[config.mk]
export PLATFORM = sky130hd
export DESIGN_NAME = bus_yield_ctrl
export DESIGN_NICKNAME = d
export VERILOG_FILES = /design/src/rtl/byc_pkg.sv /design/src/rtl/byc_datapath.sv /design/src/rtl/byc_control.sv /design/src/rtl/bus_yield_ctrl.sv
export SDC_FILE = /design/constraint.sdc
export NUM_CORES = 1
export LEC_CHECK = 0
export ABC_AREA = 1
export BUFFER_PORTS_ARGS = -buffer_cell sky130_fd_sc_hd__buf_2
export CAP_MARGIN = 10
export CORE_AREA = 2 2 39 41
export CTS_BUF_LIST = sky130_fd_sc_hd__clkbuf_4
export DETAILED_ROUTE_END_ITERATION = 7
export DIE_AREA = 0 0 41 43
export GPL_ROUTABILITY_DRIVEN = 1
export PLACE_DENSITY_LB_ADDON = 0.3
export SYNTH_ARGS = -nofsm -noshare
export SYNTH_HDL_FRONTEND = slang
export SYNTH_SLANG_ARGS = --single-unit
[constraint.sdc]
create_clock -name clk -period 1.5 [get_ports clk]
set_input_delay 0.075 -clock clk [delete_from_list [all_inputs] [get_ports clk]]
set_output_delay 0.075 -clock clk [all_outputs]
set_load 0.02 [all_outputs]
[src/rtl/byc_pkg.sv]
package byc_pkg;

  typedef enum logic [1:0] {
    ST_RUN      = 2'd0,
    ST_RELEASED = 2'd1,
    ST_DROP     = 2'd2,
    ST_REARM    = 2'd3
  } yieldState_t;

  // strobes from control to datapath
  typedef struct packed {
    logic releaseBus;  // float drivers, raise acknowledge
    logic dropAck;     // lower acknowledge, drivers stay off
    logic restoreBus;  // drivers on, start wake pulse
    logic endWake;     // finish wake pulse
    logic raiseInt;    // set pending interrupt
  } yieldStrobe_t;

endpackage

[src/rtl/byc_datapath.sv]
module byc_datapath
  import byc_pkg::*;
#(
  parameter int          SYNC_STAGES = 2,
  parameter int          ADDR_W      = 16,
  parameter logic [15:0] CFG_ADDR    = 16'hFFEC
) (
  input  logic              clk,
  input  logic              rstN,
  input  logic              cfgWrEn,
  input  logic [ADDR_W-1:0] cfgAddr,
  input  logic              cfgWrBit,
  input  logic              holdIn,
  input  logic              intAck,
  input  yieldStrobe_t      strobe,
  output logic              holdSync,
  output logic              holdEdge,
  output logic              holdMode,
  output logic              busDriveEn,
  output logic              holdAck,
  output logic              intReq,
  output logic              wakeCore
);

  localparam int LAST = SYNC_STAGES - 1;
  localparam logic [ADDR_W-1:0] MODE_ADDR = ADDR_W'(CFG_ADDR);

  logic [SYNC_STAGES-1:0] syncQ;
  logic                   syncPrev;
  logic                   modeBit;

  // synchronizer chain
  for (genvar g = 0; g < SYNC_STAGES; g++) begin : gSync
    always_ff @(posedge clk) begin
      if (!rstN)       syncQ[g] <= 1'b0;
      else if (g == 0) syncQ[g] <= holdIn;
      else             syncQ[g] <= syncQ[(g == 0) ? 0 : g-1];
    end
  end

  assign holdSync = syncQ[LAST];
  assign holdEdge = holdSync & ~syncPrev;
  assign holdMode = ~modeBit;

  always_ff @(posedge clk) begin
    if (!rstN) begin
      syncPrev <= 1'b0;
      modeBit  <= 1'b0;
    end else begin
      syncPrev <= holdSync;
      if (cfgWrEn && cfgAddr == MODE_ADDR) modeBit <= cfgWrBit;
    end
  end

  always_ff @(posedge clk) begin
    if (!rstN) begin
      busDriveEn <= 1'b1;
      holdAck    <= 1'b0;
      wakeCore   <= 1'b0;
      intReq     <= 1'b0;
    end else begin
      if (strobe.releaseBus) begin
        busDriveEn <= 1'b0;
        holdAck    <= 1'b1;
      end
      if (strobe.dropAck) holdAck <= 1'b0;
      if (strobe.restoreBus) begin
        busDriveEn <= 1'b1;
        wakeCore   <= 1'b1;
      end
      if (strobe.endWake) wakeCore <= 1'b0;
      // a new edge wins over an acknowledge in the same cycle
      if (strobe.raiseInt)  intReq <= 1'b1;
      else if (intAck)      intReq <= 1'b0;
    end
  end

endmodule

[src/rtl/byc_control.sv]
module byc_control
  import byc_pkg::*;
(
  input  logic         clk,
  input  logic         rstN,
  input  logic         holdSync,
  input  logic         holdEdge,
  input  logic         holdMode,
  input  logic         coreIdle,
  output yieldStrobe_t strobe
);

  yieldState_t stateQ, stateNext;

  always_comb begin
    stateNext = stateQ;
    strobe    = '0;
    strobe.raiseInt = ~holdMode & holdEdge;
    unique case (stateQ)
      ST_RUN: begin
        if (holdMode && holdSync && coreIdle) begin
          strobe.releaseBus = 1'b1;
          stateNext = ST_RELEASED;
        end
      end
      ST_RELEASED: begin
        if (!holdSync) begin
          strobe.dropAck = 1'b1;
          stateNext = ST_DROP;
        end
      end
      ST_DROP: begin
        strobe.restoreBus = 1'b1;
        stateNext = ST_REARM;
      end
      ST_REARM: begin
        strobe.endWake = 1'b1;
        stateNext = ST_RUN;
      end
      default: stateNext = ST_RUN;
    endcase
  end

  always_ff @(posedge clk) begin
    if (!rstN) stateQ <= ST_RUN;
    else       stateQ <= stateNext;
  end

endmodule

[src/rtl/bus_yield_ctrl.sv]
module bus_yield_ctrl
  import byc_pkg::*;
#(
  parameter int          SYNC_STAGES = 2,
  parameter int          ADDR_W      = 16,
  parameter logic [15:0] CFG_ADDR    = 16'hFFEC
) (
  input  logic              clk,
  input  logic              rstN,
  input  logic              cfgWrEn,
  input  logic [ADDR_W-1:0] cfgAddr,
  input  logic              cfgWrBit,
  input  logic              holdIn,
  input  logic              coreIdle,
  input  logic              intAck,
  output logic              busDriveEn,
  output logic              holdAck,
  output logic              intReq,
  output logic              wakeCore
);

  yieldStrobe_t strobe;
  logic holdSync, holdEdge, holdMode;

  byc_datapath #(
    .SYNC_STAGES(SYNC_STAGES), .ADDR_W(ADDR_W), .CFG_ADDR(CFG_ADDR)
  ) u_dp (
    .clk(clk), .rstN(rstN), .cfgWrEn(cfgWrEn), .cfgAddr(cfgAddr),
    .cfgWrBit(cfgWrBit), .holdIn(holdIn), .intAck(intAck), .strobe(strobe),
    .holdSync(holdSync), .holdEdge(holdEdge), .holdMode(holdMode),
    .busDriveEn(busDriveEn), .holdAck(holdAck), .intReq(intReq),
    .wakeCore(wakeCore)
  );

  byc_control u_ctl (
    .clk(clk), .rstN(rstN), .holdSync(holdSync), .holdEdge(holdEdge),
    .holdMode(holdMode), .coreIdle(coreIdle), .strobe(strobe)
  );

endmodule

## Word level (Yosys, flattened, before mapping)

Cells that the tools add are included.

- Eq/ne operators: 6
- Reduce and logical (&&, ||, !) cells: 9
- Muxes and demuxes: 11
- Bitwise logic cells: 5

Operators by type and width:

| operator | number |
|---|---|
| $eq A16 B16 Y1 const B | 1 |
| $mux W1 | 8 |
| $pmux W2 S4 | 1 |
| $reduce_or A2 Y1 | 3 |
| $eq A2 B2 Y1 const B | 2 |
| $mux W2 | 2 |
| $logic_and A1 B1 Y1 | 3 |
| $not A1 Y1 | 3 |
| $and A1 B1 Y1 | 2 |
| $eq A2 B1 Y1 const B | 1 |
| $logic_not A2 Y1 | 1 |
| $ne A2 B1 Y1 const B | 1 |
| $ne A2 B2 Y1 const B | 1 |
| $reduce_and A2 Y1 | 1 |
| $reduce_bool A2 Y1 | 1 |

- Bits of input ports: 23
- Register bits: 10
- Logic and storage cells: 40

## Longest topological paths before layout

Gate-level depths: netlist (run 1).

- Depth in word-level cells: 5
- Depth in mapped cells: 7
- Gate-level depth less buffers: 7

## By module

A second synthesis (run 1) with hierarchy kept.

- Cell total of the unflattened synthesis: 78
- Area total of the unflattened synthesis: 531.8 um^2

Modules (own cells, without submodules):

| module | cells each | area an instance (um^2) | sequential area each (um^2) | times used |
|---|---|---|---|---|
| byc_datapath | 50 | 336.6 | 160.2 | 1 |
| byc_control | 28 | 195.2 | 40.0 | 1 |

## Least setup slack after synthesis (run 1)

No wires, ideal clock.

- Path type: reg-to-reg
- Start: reg u_ctl.stateQ[0]
- End: reg u_dp.busDriveEn
- Arrival time: 922 ps
- Data required time: 1,380 ps
- Path slack: 458 ps
- Cell stages (with the launch flop): 5
- Clock period less this slack: 1,042 ps
- Cells stage by stage: dfxtp_1 -> inv_1 -> ha_1 -> nand4_1 -> a211o_1

- Longest elaborated chain between the ends: 3

RTL lines:

| what | RTL line | RTL |
|---|---|---|
| from (decl) | byc_control.sv:13 | `yieldState_t stateQ, stateNext;` |
| from (signal assigned) | byc_control.sv:46 | `else stateQ <= stateNext;` |
| $eq A2 B2 Y1 | byc_control.sv:19 | `unique case (stateQ)` |
| $mux W1 | byc_control.sv:19 |  |
| $reduce_or A2 Y1 (no line) | - |  |
| to (signal assigned) | byc_datapath.sv:57 | `busDriveEn <= 1'b1;` |
| to (signal assigned) | byc_datapath.sv:63 | `busDriveEn <= 1'b0;` |
| to (signal assigned) | byc_datapath.sv:68 | `busDriveEn <= 1'b1;` |
| to (decl) | byc_datapath.sv:19 | `output logic busDriveEn,` |

Several ways; a longest one is shown, not always the timed one.
A chain may end at the register's enable or synchronous reset.

## Final worst setup path (run 1)

- Start: reg u_ctl.stateQ[1]
- End: reg u_dp.busDriveEn

Same word-level chain as after synthesis.

==> results of run 1 <==
how the worst max path moves through the flow:
stage                            endpoint  slack, ns  cells after the start
final                     u_dp.busDriveEn       0.38                      4
after global routing      u_dp.busDriveEn       0.30                      4
after CTS                 u_dp.busDriveEn       0.37                      4
after detailed placement  u_dp.busDriveEn       0.38                      4
after global placement    u_dp.busDriveEn       0.42                      4
after floorplan           u_dp.busDriveEn       0.46                      4
metal layers:
layer | wire length [um] | vias to the layer above
met5 | 0 | -
met4 | 17 | 0
met3 | 74 | 2
met2 | 457 | 15
met1 | 368 | 203
li1 | - | 273
cell type report:
class	instances	area (um2)	share of cell area (%)
Inverter	14	52.6	7.95
Sequential cell	10	200	30.3
Timing Repair Buffer	27	140	21.2
Multi-Input combinational cell	45	225	34.1
Tap cell	16	20.0	3.03
Clock buffer	3	22.5	3.41
kinds of logic (layout without fill, tap and decap cells):
kind of cell    after synthesis  in the layout
simple gates                 33             33
buf+inv                      14             44
flops                        10             10
compound gates                8              8
fa+ha+maj                     4              4
where the power goes:
group / total [mW] / switching [mW] / leakage [nW] / internal (mW)
sequential: 0.338 / 0.0278 / 0.0818 / 0.310
clock: 0.174 / 0.0814 / 0.0138 / 0.0921
combinational: 0.270 / 0.156 / 0.275 / 0.115
total: 0.782 / 0.265 / 0.371 / 0.517
worst max-delay path: stages (launching register included):
cell and delay [ns]:
sky130_fd_sc_hd__dfxtp_1 0.32, sky130_fd_sc_hd__inv_1 0.10, sky130_fd_sc_hd__ha_1 0.19, sky130_fd_sc_hd__nand4_1 0.12, sky130_fd_sc_hd__a211o_1 0.28
flip-flops by register name, indices dropped and copies added, names as in the netlist:
register	flops
u_dp.intReq	1
u_dp.syncPrev	1
u_dp.syncQ	1
u_dp.holdAck	1
u_dp.holdSync	1
u_dp.busDriveEn	1
u_dp.wakeCore	1
u_ctl.stateQ	2
u_dp.modeBit	1
cells in the final DEF (no fill, tap or decap):
master / count
sky130_fd_sc_hd__nand2_1: 18
sky130_fd_sc_hd__nand3_1: 3
sky130_fd_sc_hd__nand4_1: 1
sky130_fd_sc_hd__nor3_1: 1
sky130_fd_sc_hd__a21oi_1: 5
sky130_fd_sc_hd__nor2_1: 10
sky130_fd_sc_hd__ha_1: 4
sky130_fd_sc_hd__dfxtp_1: 10
sky130_fd_sc_hd__a211o_1: 1
sky130_fd_sc_hd__o21ai_0: 1
sky130_fd_sc_hd__dlygate4sd3_1: 1
sky130_fd_sc_hd__clkbuf_4: 3
sky130_fd_sc_hd__o21ai_1: 1
sky130_fd_sc_hd__buf_2: 26
sky130_fd_sc_hd__inv_1: 14
repair_timing:
| action | in CTS | in global routing |
|---|---|---|
| resized for setup | 0 | 0 |
| hold buffers | 1 | 0 |
| endpoints found under the hold margin | 1 | 0 |
| setup endpoints to repair | 0 | 0 |
stage by stage:
step	area (um2)	utilization [%]	hold slack, ns	std cells	power, mW
4_1_cts	661	47.7	0.0482	115	0.795
5_1_grt	661	47.7	0.0569	115	0.863
6_report	661	47.7	0.0559	115	0.782
2_1_floorplan	478	-	0.168	69	0.533
3_5_place_dp	628	45.4	0.263	111	0.614
3_3_place_gp	628	45.4	0.257	111	0.609
==> qor.csv, run 1 <==
stage,metric,value,unit
global_route,grt-ovfl-total,0,
timing,slew-limit-headroom,89.2,%
placed_design,pre_cts_slack,0.377,ns
timing,fin_ws,0.380,ns
clock_tree,cts_setup_buffers,0,
die,horizontal_die_dimension,41,um
clock_tree,tritoncts,built,
yosys,compound_gate_portion_of_the_synthesized_area,9.16,%
min_path,holdCritPathClass,in2reg,
clock_tree,ctsHtreeMaxLevel,1,
global_route,gr-max-usage-layer,met2,
yosys,synthesis.nets,96,
critical_path,setup.worst_path.start,u_ctl.stateQ[1],
finish,antenna_cells,0,
critical_path,setup.worst_path.class,reg2reg,
clock_tree,clockRootBuffer,sky130_fd_sc_hd__clkbuf_4,
critical_path,critPathMaxFanout,3,
timing,timing.final.hold_violations,0,
yosys,synth-edff-count,0,
yosys,synth_adder_area_share,10.5,%
critical_path,startpoint_type,flop,
detailed_routing,drc,0,
yosys,synthCells,69,
yosys,largest_family_of_logic_cells_by_synthesized_area,simple AND/OR/NAND/NOR gates,
global_route,global_route.usage.total,12.7,%
yosys,synth_largest_type_area_fraction,41.9,%
critical_path,end_kind,flop,
detailed_routing,routed_wire_length_per_instance,7.97,um
critical_path,timing.critical_path.arrival,1.27,ns
timing,max_clock_skew,0.00624,ns
power_and_ir_drop,power-per-cell-area,1180,mW/mm2
critical_path,r2r-start,u_ctl.stateQ[1],
yosys,ys.warnings.count,0,
clock_tree,clkSinkCount,10,
min_path,timing.hold.worst.start,intAck,
yosys,synth_xor_area_share,0,%
detailed_routing,detail-route-antenna-nets,0,
timing,final_max_slew_viols,0,
yosys,synthMostInstantiatedCell,sky130_fd_sc_hd__nand2_1,
yosys,asyncSetResetFlopFracSynth,0,%
detailed_routing,post_drt_via_cell_ratio,4.29,
detailed_routing,drt-total-wl,917,um
outcome,outcome,completed,
timing,finalWorstPathRequiredPeriod,1.12,ns
global_route,antenna_found_initial,0,
timing,grt_setup_unrepaired,false,
yosys,syn_area,478,um2
yosys,seq_area_frac_synth,41.9,%
detailed_routing,routed-via-count,493,
global_route,grt_max_degree,9,
power_and_ir_drop,ir_drop,0.562,mV
finish,ratio_of_cells_with_drive_above_1_in_the_final_layout,29.3,%
die,floorplan.die_area,0.00176,mm2
clock_tree,clockBufferDepth,2,
timing,worst-slew-pin-transition,0.160,ns
timing,finalSetupViolations,0,
critical_path,reg2regPathDepth,4,
yosys,synth.distinct_cells,12,
yosys,postSynthRegisterBits,10,
yosys,synth.top_cells.by_count,"sky130_fd_sc_hd__nand2_1, sky130_fd_sc_hd__inv_1, sky130_fd_sc_hd__dfxtp_1, sky130_fd_sc_hd__nor2_1, sky130_fd_sc_hd__a21oi_1",
global_route,met3_track_demand_over_resource_in_global_routing,9.42,%
min_path,holdPathStages,4,
die,core,0.00138,mm2
job,max_cap_viol_count,0,
critical_path,worst_ep_required_time,1.65,ns
die,chipHeight,43,um
power_and_ir_drop,power.leakage,0.371,nW
die,placement_rows,14,
yosys,synthesized_area_divided_by_synthesized_cell_count,6.93,um2
timing,finalCritPeriodShare,74.7,%
timing,totalNegativeSetupSlack,0,ns
clock_tree,cts_made_buffers,3,
finish,area_delta_synth_final,38.2,%
placed_design,port_buffers,26,
yosys,synth_area_leaders,"sky130_fd_sc_hd__dfxtp_1, sky130_fd_sc_hd__nand2_1, sky130_fd_sc_hd__inv_1",
critical_path,ff2ff_setup_slack,0.38,ns
global_route,met2_usage,21.3,%
yosys,post_synth_and_or_nand_nor_area_fraction,27.5,%
finish,nFillCells,150,
detailed_routing,firstDrtPassIters,3,
critical_path,reg2reg_to,u_dp.busDriveEn,
clock_tree,clkTransAtPathRegs,0.06,ns
global_route,grt_first_pass_wirelength,1.43,mm
die,top_level_ports,27,
die,floorplan.initialDensity,34.5,%
min_path,worstHoldEndpoint,u_dp.intReq,
placed_design,routabilityCongestion,0.738,
detailed_routing,detail_route.iter0.violations,1,
timing,max_freq,0.893,GHz
yosys,synthMuxAreaShare,0,%
finish,finalNetCount,128,
yosys,yosys.area.top_type,sky130_fd_sc_hd__dfxtp_1,
global_route,use_met1,10.1,%
clock_tree,worstSkewPairLatency,0.26,ns
global_route,grt_pass1_vias,403,
yosys,ys_dominant_reg_cell,sky130_fd_sc_hd__dfxtp_1,
placed_design,detailed_place_hpwl,774,um
Power figures use the tool's default switching activity.
==> run 2, diff against run 1 <==
==> constraint.sdc (replaced) <==
create_clock -name clk -period 1.05 [get_ports clk]
set_input_delay 0.0525 -clock clk [delete_from_list [all_inputs] [get_ports clk]]
set_output_delay 0.0525 -clock clk [all_outputs]
set_load 0.02 [all_outputs]
==> run 2 against run 1 <==
Sequential cell count did not move. Non-clock buffer count grew 2. Power rose by 69%. Critical path depth unchanged. Global-route usage rose by 2.8 points. Utilization increased by 3.2 points. Clock skew down 0.0053 ns. Fmax rose by 7.7%. Critical path type unchanged. Via count rose by 3.4%. Final area increased by 6.6%. Largest cell class unchanged. Count of clock-buffer cells in the layout unchanged.
==> qor.csv, run 2 (synthesized netlist as in run 1, its figures left out) <==
stage,metric,value,unit,change
timing,max_clock_skew,0.000943,ns,-0.00530 ns
outcome,outcome,completed,,
clock_tree,cts_made_buffers,3,,unchanged
global_route,met2_usage,26.3,%,+5.0 points
power_and_ir_drop,power.leakage,0.384,nW,+3.6%
timing,fin_ws,0.0102,ns,-0.369 ns
detailed_routing,firstDrtPassIters,4,,+1
timing,timing.final.hold_violations,0,,unchanged
detailed_routing,post_drt_via_cell_ratio,4.36,,+1.7%
critical_path,setup.worst_path.class,reg2reg,,
power_and_ir_drop,ir_drop,0.922,mV,+64%
die,placement_rows,14,,unchanged
power_and_ir_drop,power_frac_clock,19.0,%,-3.2 points
clock_tree,clkTransAtPathRegs,0.06,ns,about the same
finish,largest-register,u_ctl.stateQ,,
power_and_ir_drop,share_comb_of_total_power,43.0,%,+8.4 points
global_route,global_route.usage.total,15.5,%,+2.8 points
detailed_routing,drt-total-wl,1.00,mm,+9.5%
finish,finalNetCount,130,,+1.6%
timing,finalCritPeriodShare,99.0,%,+24 points
timing,grt_setup_unrepaired,true,,
detailed_routing,routed-via-count,510,,+3.4%
global_route,grt_first_pass_wirelength,1.69,mm,+18%
clock_tree,clockRootBuffer,sky130_fd_sc_hd__clkbuf_4,,
finish,area_delta_synth_final,47.4,%,
finish,nFillCells,155,,+3.3%
die,floorplan.initialDensity,34.5,%,unchanged
detailed_routing,routed_wire_length_per_instance,8.58,um,+7.6%
timing,final_max_slew_viols,0,,unchanged
timing,max_freq,0.962,GHz,+7.7%
power_and_ir_drop,total_power,1.32,mW,+69%
min_path,holdCritPathClass,in2reg,,
detailed_routing,detail-route-antenna-nets,0,,unchanged
global_route,grt_pass1_vias,448,,+11%
clock_tree,cts_setup_buffers,0,,unchanged
finish,stdcell_count,117,,+1.7%
clock_tree,tritoncts,built,,
finish,core_utilization_of_the_finished_layout,50.9,%,+3.2 points
power_and_ir_drop,p_switching,0.465,mW,+76%
critical_path,critPathMaxFanout,3,,unchanged
job,max_cap_viol_count,0,,unchanged
finish,antenna_cells,0,,unchanged
critical_path,ff2ff_setup_slack,0.01,ns,-0.37 ns
finish,layout_commonest_cell,sky130_fd_sc_hd__buf_2,,
die,floorplan.die_area,0.00176,mm2,unchanged
clock_tree,clockBufferDepth,2,,unchanged
finish,largest_register_ffs,2,,unchanged
finish,ratio_of_cells_with_drive_above_1_in_the_final_layout,39.6,%,+10 points
die,top_level_ports,27,,unchanged
timing,finalSetupViolations,0,,unchanged
power_and_ir_drop,power-per-cell-area,1880,mW/mm2,+59%
critical_path,timing.critical_path.arrival,1.19,ns,-0.08 ns
timing,finalWorstPathRequiredPeriod,1.04,ns,-0.0806 ns
global_route,gr-max-usage-layer,met2,,
finish,layout.cells.most_common_list,"sky130_fd_sc_hd__buf_2, sky130_fd_sc_hd__nand2_1, sky130_fd_sc_hd__inv_1",,
power_and_ir_drop,seq_power_share,38.0,%,-5.2 points
critical_path,startpoint_type,flop,,
clock_tree,worstSkewPairLatency,0.26,ns,about the same
global_route,use_met1,13.0,%,+3.0 points
timing,worst-slew-pin-transition,0.192,ns,+0.0321 ns
power_and_ir_drop,p_int,0.857,mW,+66%
global_route,grt-ovfl-total,0,,unchanged
placed_design,pre_cts_slack,-0.0639,ns,-0.441 ns
critical_path,end_kind,flop,,
global_route,antenna_found_initial,0,,unchanged
die,core,0.00138,mm2,unchanged
detailed_routing,drc,0,,unchanged
critical_path,worst_ep_required_time,1.20,ns,-0.45 ns
timing,totalNegativeSetupSlack,0,ns,unchanged
die,horizontal_die_dimension,41,um,unchanged
placed_design,port_buffers,26,,unchanged
placed_design,detailed_place_hpwl,781,um,+0.87%
clock_tree,clkSinkCount,10,,unchanged
clock_tree,ctsHtreeMaxLevel,1,,unchanged
die,chipHeight,43,um,unchanged
placed_design,routabilityCongestion,0.772,,+4.6%
timing,slew-limit-headroom,87.2,%,-2.0 points
placed_design,placedCellCount,113,,+1.8%
detailed_routing,detail_route.iter0.violations,5,,+4
global_route,grt_max_degree,9,,unchanged
power_and_ir_drop,power_switching_share,35.2,%,+1.3 points
global_route,met3_track_demand_over_resource_in_global_routing,9.42,%,unchanged
-- run 2: path summary, 6_finish.rpt --
path / start / cells past startpoint / endpoint
max: u_ctl.stateQ[1] / 4 / u_dp.busDriveEn
min: intAck / 4 / u_dp.intReq
max reg2reg: u_ctl.stateQ[1] / 4 / u_dp.busDriveEn
min reg2reg: u_dp.syncQ[0] / 2 / u_dp.holdSync
-- run 2: through the flow --
step | cell area [um2] | hold WS (ns)
floorplan | 478 | 0.146
global placement | 643 | 0.235
detailed placement | 643 | 0.239
CTS | 691 | 0.0421
global route | 704 | 0.0647
finish | 704 | 0.0433
-- run 2: layout make-up --
type	instances	area, um2	area share [%]
Clock buffer	3	22.5	3.20
Multi-Input combinational cell	45	249	35.3
Sequential cell	10	203	28.8
Tap cell	16	20.0	2.84
Timing Repair Buffer	29	155	22.0
Inverter	14	55.1	7.82
-- run 2: power groups by stage --
stage	Clock (mW)	Sequential, mW	Combinational (mW)
2_1_floorplan	0	0.508	0.252
6_report	0.251	0.502	0.568
5_1_grt	0.291	0.512	0.655
3_5_place_dp	0	0.488	0.442
4_1_cts	0.264	0.495	0.490
3_3_place_gp	0	0.482	0.437
-- run 2: timing repair --
item,in CTS,in global routing
hold buffers,1,0
gates resized for setup,6,5
pin swaps,2,0
hold endpoints to repair,1,0
cloned,0,0
setup endpoints to repair,3,3
-- run 2: critical path: stages, from the launching register on --
cell                      delay, ns
sky130_fd_sc_hd__dfxtp_2       0.32
sky130_fd_sc_hd__inv_2         0.09
sky130_fd_sc_hd__ha_4          0.15
sky130_fd_sc_hd__nand4_1       0.09
sky130_fd_sc_hd__a211o_1       0.27
-- run 2: routing by layer --
metal | vias to the layer above | routed length [um]
li1 | 275 | -
met1 | 210 | 360
met2 | 19 | 536
met3 | 6 | 71
met4 | 0 | 36
met5 | - | 0
